$ cat src/rtl/index_seq_pkg.sv
// Shared types for the indexed address sequencer.
// Assumes: cycle-type and operation encodings are visible at the block ports.
package index_seq_pkg;

    typedef enum logic [2:0] {
        CT_IDLE  = 3'd0,
        CT_FETCH = 3'd1,
        CT_DUMMY = 3'd2,
        CT_READ  = 3'd3,
        CT_WRITE = 3'd4
    } cyc_t;

    typedef enum logic [1:0] {
        OP_READ  = 2'd0,
        OP_WRITE = 2'd1,
        OP_RMW   = 2'd2,
        OP_READ2 = 2'd3
    } op_t;

    typedef enum logic [2:0] {
        ST_IDLE  = 3'd0,
        ST_FLO   = 3'd1,
        ST_FHI   = 3'd2,
        ST_DUMMY = 3'd3,
        ST_READ  = 3'd4,
        ST_WBACK = 3'd5,
        ST_WMOD  = 3'd6,
        ST_WRITE = 3'd7
    } st_t;

endpackage

$ cat src/rtl/index_seq_adder.sv
// Low-byte adder for the effective address.
// Adds the fetched low base byte and the index, giving the low sum and the
// carry into the high byte. Built bit by bit as a ripple chain so that the
// carry is available in the same cycle as the high-byte fetch.
// Assumes: both operands are unsigned and DATA_W bits wide.
module index_seq_adder #(
    parameter int DATA_W = 8
) (
    input  logic [DATA_W-1:0] a_i,
    input  logic [DATA_W-1:0] b_i,
    output logic [DATA_W-1:0] sum_o,
    output logic              carry_o
);

    logic [DATA_W:0] chain;

    assign chain[0] = 1'b0;

    // One full adder per bit of the low byte.
    for (genvar i = 0; i < DATA_W; i++) begin : g_bit
        assign sum_o[i]    = a_i[i] ^ b_i[i] ^ chain[i];
        assign chain[i+1]  = (a_i[i] & b_i[i]) | (chain[i] & (a_i[i] ^ b_i[i]));
    end

    assign carry_o = chain[DATA_W];

endmodule

$ cat src/rtl/index_seq_ctrl.sv
// Cycle controller of the indexed address sequencer.
// Walks the bus-cycle sequence for one operation and decodes each state into
// the cycle tag, the read/write strobe and the done flag.
// Assumes: carry_i is valid while in ST_FHI (the low byte was captured in ST_FLO).
module index_seq_ctrl
    import index_seq_pkg::*;
(
    input  logic       clk,
    input  logic       rst_n,
    input  logic       start,
    input  logic [1:0] op_class,
    input  logic       carry_i,
    output st_t        state_o,
    output cyc_t       cyc_o,
    output logic       rnw_o,
    output logic       done_o
);

    st_t state_q, state_d;
    op_t op_q;
    logic is_read;

    assign is_read = (op_q == OP_READ) || (op_q == OP_READ2);

    // Next-state selection for the bus-cycle sequence.
    always_comb begin
        state_d = state_q;
        unique case (state_q)
            ST_IDLE:  state_d = start ? ST_FLO : ST_IDLE;
            ST_FLO:   state_d = ST_FHI;
            ST_FHI:   state_d = (is_read && !carry_i) ? ST_READ : ST_DUMMY;
            ST_DUMMY: state_d = (op_q == OP_WRITE) ? ST_WRITE : ST_READ;
            ST_READ:  state_d = (op_q == OP_RMW) ? ST_WBACK : ST_IDLE;
            ST_WBACK: state_d = ST_WMOD;
            ST_WMOD:  state_d = ST_IDLE;
            ST_WRITE: state_d = ST_IDLE;
            default:  state_d = ST_IDLE;
        endcase
    end

    // State register with synchronous active-low reset.
    always_ff @(posedge clk) begin
        if (!rst_n) state_q <= ST_IDLE;
        else        state_q <= state_d;
    end

    // Latch the operation class when an idle start is accepted.
    always_ff @(posedge clk) begin
        if (!rst_n)                             op_q <= OP_READ;
        else if (state_q == ST_IDLE && start)   op_q <= op_t'(op_class);
    end

    // Decode the state into bus-cycle tag, strobe and done.
    always_comb begin
        cyc_o  = CT_IDLE;
        rnw_o  = 1'b1;
        done_o = 1'b0;
        unique case (state_q)
            ST_IDLE:  cyc_o = CT_IDLE;
            ST_FLO:   cyc_o = CT_FETCH;
            ST_FHI:   cyc_o = CT_FETCH;
            ST_DUMMY: cyc_o = CT_DUMMY;
            ST_READ: begin
                cyc_o  = CT_READ;
                done_o = (op_q != OP_RMW);
            end
            ST_WBACK: begin
                cyc_o = CT_WRITE;
                rnw_o = 1'b0;
            end
            ST_WMOD, ST_WRITE: begin
                cyc_o  = CT_WRITE;
                rnw_o  = 1'b0;
                done_o = 1'b1;
            end
            default: cyc_o = CT_IDLE;
        endcase
    end

    assign state_o = state_q;

    AST_READ_NO_PENALTY: assert property (@(posedge clk) disable iff (!rst_n)
        (state_q == ST_FHI && is_read && !carry_i) |=> (state_q == ST_READ));
    AST_READ_CROSS_DUMMY: assert property (@(posedge clk) disable iff (!rst_n)
        (state_q == ST_FHI && is_read && carry_i) |=> (state_q == ST_DUMMY));
    AST_STORE_ALWAYS_DUMMY: assert property (@(posedge clk) disable iff (!rst_n)
        (state_q == ST_FHI && !is_read) |=> (state_q == ST_DUMMY));
    AST_DONE_THEN_IDLE: assert property (@(posedge clk) disable iff (!rst_n)
        done_o |=> (state_q == ST_IDLE));
    AST_OP_HELD: assert property (@(posedge clk) disable iff (!rst_n)
        (state_q != ST_IDLE && $past(state_q) != ST_IDLE) |-> $stable(op_q));

endmodule

$ cat src/rtl/index_seq_datapath.sv
// Address datapath of the indexed address sequencer.
// Holds the operand pointer, index, base bytes, low sum, carry and the read
// value, and drives the bus address and write data for each state.
// Assumes: rd_data is valid in the cycle its address is presented.
module index_seq_datapath
    import index_seq_pkg::*;
#(
    parameter int DATA_W = 8,
    localparam int ADDR_W = 2 * DATA_W
) (
    input  logic              clk,
    input  logic              rst_n,
    input  st_t               state_i,
    input  logic              start,
    input  logic [ADDR_W-1:0] opnd_addr,
    input  logic [DATA_W-1:0] index,
    input  logic [DATA_W-1:0] rd_data,
    input  logic [DATA_W-1:0] wr_data_in,
    output logic              carry_o,
    output logic [ADDR_W-1:0] addr_o,
    output logic [DATA_W-1:0] wr_data_o
);

    logic [ADDR_W-1:0] ptr_q;
    logic [DATA_W-1:0] idx_q;
    logic [DATA_W-1:0] lo_q;
    logic [DATA_W-1:0] hi_q;
    logic [DATA_W-1:0] sum_q;
    logic              carry_q;
    logic [DATA_W-1:0] data_q;
    logic [DATA_W-1:0] sum_w;
    logic              carry_w;

    index_seq_adder #(.DATA_W(DATA_W)) u_add (
        .a_i     (lo_q),
        .b_i     (idx_q),
        .sum_o   (sum_w),
        .carry_o (carry_w)
    );

    assign carry_o = carry_w;

    // Capture the operand pointer and the index when an operation starts.
    always_ff @(posedge clk) begin
        if (!rst_n) begin
            ptr_q <= '0;
            idx_q <= '0;
        end else if (state_i == ST_IDLE && start) begin
            ptr_q <= opnd_addr;
            idx_q <= index;
        end
    end

    // Capture the base bytes, the low sum and its carry; fix the high byte.
    always_ff @(posedge clk) begin
        if (!rst_n) begin
            lo_q    <= '0;
            hi_q    <= '0;
            sum_q   <= '0;
            carry_q <= 1'b0;
        end else begin
            if (state_i == ST_FLO) lo_q <= rd_data;
            if (state_i == ST_FHI) begin
                hi_q    <= rd_data;
                sum_q   <= sum_w;
                carry_q <= carry_w;
            end
            if (state_i == ST_DUMMY && carry_q) hi_q <= hi_q + 1'b1;
        end
    end

    // Keep the value read in the real read for the read-modify-write write-back.
    always_ff @(posedge clk) begin
        if (!rst_n)                    data_q <= '0;
        else if (state_i == ST_READ)   data_q <= rd_data;
    end

    // Bus address for each state.
    always_comb begin
        unique case (state_i)
            ST_IDLE: addr_o = '0;
            ST_FLO:  addr_o = ptr_q;
            ST_FHI:  addr_o = ptr_q + 1'b1;
            default: addr_o = {hi_q, sum_q};
        endcase
    end

    // Write data for each state.
    always_comb begin
        unique case (state_i)
            ST_WBACK:          wr_data_o = data_q;
            ST_WMOD, ST_WRITE: wr_data_o = wr_data_in;
            default:           wr_data_o = '0;
        endcase
    end

    AST_HI_FETCH_NEXT: assert property (@(posedge clk) disable iff (!rst_n)
        (state_i == ST_FHI) |-> (addr_o == $past(addr_o) + 1'b1));
    AST_FIX_KEEPS_LOW: assert property (@(posedge clk) disable iff (!rst_n)
        (state_i == ST_DUMMY) |=> (addr_o[DATA_W-1:0] == $past(addr_o[DATA_W-1:0])));
    AST_WBACK_DATA: assert property (@(posedge clk) disable iff (!rst_n)
        (state_i == ST_WBACK) |-> (wr_data_o == $past(rd_data)));

endmodule

$ cat src/rtl/index_seq.sv
// Top of the indexed address sequencer.
// Joins the cycle controller and the address datapath and presents the bus.
// Assumes: memory answers in the same cycle; wr_data_in is stable in writes.
module index_seq
    import index_seq_pkg::*;
#(
    parameter int DATA_W = 8,
    localparam int ADDR_W = 2 * DATA_W
) (
    input  logic              clk,
    input  logic              rst_n,
    input  logic              start,
    input  logic [1:0]        op_class,
    input  logic [DATA_W-1:0] index,
    input  logic [ADDR_W-1:0] opnd_addr,
    input  logic [DATA_W-1:0] rd_data,
    input  logic [DATA_W-1:0] wr_data_in,
    output logic [ADDR_W-1:0] addr,
    output logic              rnw,
    output logic [2:0]        cyc_type,
    output logic [DATA_W-1:0] wr_data,
    output logic              done
);

    st_t  state;
    cyc_t cyc;
    logic carry;

    index_seq_ctrl u_ctrl (
        .clk      (clk),
        .rst_n    (rst_n),
        .start    (start),
        .op_class (op_class),
        .carry_i  (carry),
        .state_o  (state),
        .cyc_o    (cyc),
        .rnw_o    (rnw),
        .done_o   (done)
    );

    index_seq_datapath #(.DATA_W(DATA_W)) u_dp (
        .clk        (clk),
        .rst_n      (rst_n),
        .state_i    (state),
        .start      (start),
        .opnd_addr  (opnd_addr),
        .index      (index),
        .rd_data    (rd_data),
        .wr_data_in (wr_data_in),
        .carry_o    (carry),
        .addr_o     (addr),
        .wr_data_o  (wr_data)
    );

    assign cyc_type = cyc;

    AST_WRITE_AFTER_READ: assert property (@(posedge clk) disable iff (!rst_n)
        (cyc == CT_WRITE) |-> ($past(cyc) == CT_DUMMY || $past(cyc) == CT_READ
                               || $past(cyc) == CT_WRITE));
    AST_WRITES_SAME_ADDR: assert property (@(posedge clk) disable iff (!rst_n)
        (cyc == CT_WRITE && $past(cyc) == CT_WRITE) |-> $stable(addr));
    AST_STROBE_MATCHES_TAG: assert property (@(posedge clk) disable iff (!rst_n)
        (!rnw) |-> (cyc_type == 3'd4));
    AST_IDLE_QUIET: assert property (@(posedge clk) disable iff (!rst_n)
        (cyc == CT_IDLE) |-> (addr == '0 && rnw && !done));

endmodule

$ cat config.mk
export PLATFORM = sky130hd
export DESIGN_NAME = index_seq
export DESIGN_NICKNAME = d
export VERILOG_FILES = /design/src/rtl/index_seq_pkg.sv /design/src/rtl/index_seq_adder.sv /design/src/rtl/index_seq_ctrl.sv /design/src/rtl/index_seq_datapath.sv /design/src/rtl/index_seq.sv
export SDC_FILE = /design/constraint.sdc
export NUM_CORES = 1
export LEC_CHECK = 0
export ABC_AREA = 1
export BUFFER_PORTS_ARGS = -buffer_cell sky130_fd_sc_hd__buf_4
export CELL_PAD_IN_SITES_DETAIL_PLACEMENT = 2
export CELL_PAD_IN_SITES_GLOBAL_PLACEMENT = 2
export CORE_UTILIZATION = 33
export CTS_BUF_LIST = sky130_fd_sc_hd__clkbuf_4
export CTS_CLUSTER_DIAMETER = 80
export DETAILED_ROUTE_END_ITERATION = 8
export HOLD_SLACK_MARGIN = 0.15
export PLACE_DENSITY = 0.95
export SLEW_MARGIN = 20
export SYNTH_ARGS = -nofsm -noshare
export SYNTH_HDL_FRONTEND = slang
export SYNTH_SLANG_ARGS = --single-unit
$ cat constraint.sdc
create_clock -name clk -period 8.54 [get_ports clk]
set_input_delay 0.854 -clock clk [delete_from_list [all_inputs] [get_ports clk]]
set_output_delay 0.854 -clock clk [all_outputs]
set_load 0.01 [all_outputs]
==> results.cfg <==
[worst_setup_path]
worst_setup_path_start_kind = register
end_kind = register
timing.rr.start = u_dp.lo_q[0]$_SDFFE_PN0P_
required_ns = 8.88
arrival_ns = 4.37
crit_path_max_fanout = 2
startpoint = u_dp.lo_q[0]$_SDFFE_PN0P_
crit_type = register to register

[timing]
relSlewSlack_pct = 37.73
fin_crit_ns = 4.031
fin_setup_tns_ns = 0
max_freq_mhz = 248.1
final-setup-viol-count = 0
fin_skew_ns = 0.01110
report.final.slew_viol_count = 0
rsz0062_at_grt = no
finalHoldViolations = 0
worst_pin_slew_ns = 0.9341
period_share_pct = 47.20

[floorplanning]
num_rows = 35
pin_count = 74
core_area_sq_mm = 0.009415
die_x_microns = 101.5
fp.dieArea_sq_mm = 0.01030
start_util_pct = 34.70
fp.dieH_microns = 101.5

[layout]
register_area_sq_mm = 0.001241
nNetsFinal = 595
antenna_cells = 0
nFillCells = 1125
layout_commonest_cell = nand2_1
layout_common_cells = nand2_1, buf_4, dfxtp_1, a21oi_1, o21ai_0
multi_input_comb_area_sq_mm = 0.001722
area_growth_pct = 22.21
drive_gt1_share_pct = 17.71
design_area_sq_mm = 0.003993

[cts]
cts_tree = built
post-cts-setup-buffers = 0
clkSinkCount = 62
cts.repair.resized = 0
clock_latency_ns = 0.43
cts_root_buf = clkbuf_4
htreeDepth = 3
cts_buffers = 9
clk_pin_slew_ns = 0.11
clockBufferDepth = 2
hold_buffers = 0

[grt]
grt_overflow = 0
grt_pass1_wl_microns = 19420
antenna_found_initial = 0
grt_max_degree = 54
grt_usage_pct = 25.28
grt_pass1_vias = 3713

[synthesis]
synthDistinctLibCells = 24
syn_nets = 530
ys_ff_latch = 62
synth.area.top_cells = dfxtp_1, nand2_1, a21oi_1, o21ai_0, inv_1
synthXorXnorAreaFrac_pct = 0
synth-simple-area-share_pct = 23.67
synthMuxAreaShare_pct = 0
synth-compound-area-share_pct = 22.83
synth_adder_area_share_pct = 6.205
yosysWarnings = 0
yosysTopAreaCell = dfxtp_1
synth_top_area_share_pct = 37.99
synth_top_family_by_area = simple AND/OR/NAND/NOR gates
syn_inst = 473
avgSynthCellArea_sq_um = 6.907
synthesis.area_sq_mm = 0.003267
yosysSeqAreaShare_pct = 37.99

[detailed_routing]
drt-total-wl_microns = 12050
drtIter0Drc = 74
drc = 0
viasPerCell = 5.146
vias = 3453
antenna_left = 0
wire_per_inst_microns = 17.96
firstDrtPassIters = 4

[min_path]
hp-class = register to register
hold_start = u_dp.idx_q[3]$_SDFFE_PN0P_

[placed_design]
dpl.hpwl_microns = 9080
post_dp_cell_area_sq_mm = 0.003890
gp_congestion = 0.8252
io_buffers = 73

[outcome]
status = complete, no violations

[power_and_ir_drop]
ir_drop_uv = 109.7
power.density_mw_per_mm2 = 163.3
p_leak_nw = 1.700

[job]
cap_violations = 0
registers in the layout (all words and copies together), names as in the netlist, 2 cells and up:
| register | flops |
|---|---|
| u_dp.ptr_q | 16 |
| u_dp.data_q | 8 |
| u_dp.hi_q | 8 |
| u_dp.idx_q | 8 |
| u_dp.lo_q | 8 |
| u_dp.sum_q | 8 |
| u_ctrl.state_o | 3 |
| u_ctrl.op_q | 2 |
cells in the mapped netlist (all sizes together):
cell type and instances:
a22oi 1, o21ai 60, nand3 39, buf 10, nor2 33, dfxtp 62
o211ai 5, nand2 107, fa 7, a22o 8, ha 5, nand4 3
a31oi 2, a21oi 60, o221ai 2, inv 56, clkbuf 10, or2 3
report_power, final:
part	switching, W	internal (W)	leakage [nW]
Sequential	0.0000272	0.000315	0.508
Clock	0.000114	0.0000589	0.0533
Combinational	0.0000842	0.0000527	1.14
per-stage QoR:
step / utilization, % / power [W] / hold slack (ns) / setup slack (ns) / std cells
2_1_floorplan: - / 0.0004224 / 0.4274 / 4.879 / 473
4_1_cts: 42.41 / 0.0006584 / 0.4861 / 4.501 / 671
6_report: 42.41 / 0.0006522 / 0.4808 / 4.509 / 671
5_1_grt: 42.41 / 0.0006901 / 0.5088 / 4.321 / 671
3_5_place_dp: 41.32 / 0.0004868 / 0.4701 / 4.527 / 656
3_3_place_gp: 41.32 / 0.0004731 / 0.4415 / 4.753 / 656
critical path: stages (launching register included):
cell and delay [ns]:
dfxtp_1 0.34, ha_1 0.21, fa_1 0.39, fa_1 0.39, fa_1 0.39, fa_1 0.40, fa_1 0.40, fa_1 0.40
fa_1 0.38, inv_1 0.11, nand2_1 0.08, nand2_1 0.07, o21ai_0 0.13, o21ai_0 0.20, inv_1 0.06
area by class of cell:
| class | instances | area share (%) |
|---|---|---|
| inverters | 56 | 5.265 |
| multi-input cells | 335 | 43.12 |
| repair buffers | 74 | 13.91 |
| clock inverters | 5 | 0.6894 |
| well taps | 129 | 4.043 |
| clock buffers | 10 | 1.880 |
| flip-flops and latches | 62 | 31.09 |
routing by layer:
layer  vias to the layer above  global-route usage, %  part of all wire [%]
met1                      1698                  29.26                    43
li1                       1687                      -                     -
met2                        54                  46.78                    53
met3                        14                  4.831                   2.5
met4                         0                  7.915                   1.5
met5                         -                      0                     0
cells by family (layout without fill, tap and decap cells):
logic type,count (synthesis),count (layout)
simple gates,185,185
buf+inv,76,145
compound gates,138,138
fa+ha+maj,12,12
flops,62,62
worst paths after layout:
check / end / cells after the start / slack (ns)
worst max-delay path: u_ctrl.state_o[1]$_SDFF_PN0_ / 14 / 4.51
worst min-delay path: u_dp.idx_q[3]$_SDFFE_PN0P_ / 2 / 0.48
worst max register to register: u_ctrl.state_o[1]$_SDFF_PN0_ / 14 / 4.51
worst min register to register: u_dp.idx_q[3]$_SDFFE_PN0P_ / 2 / 0.48
Power figures use the tool's default switching activity.
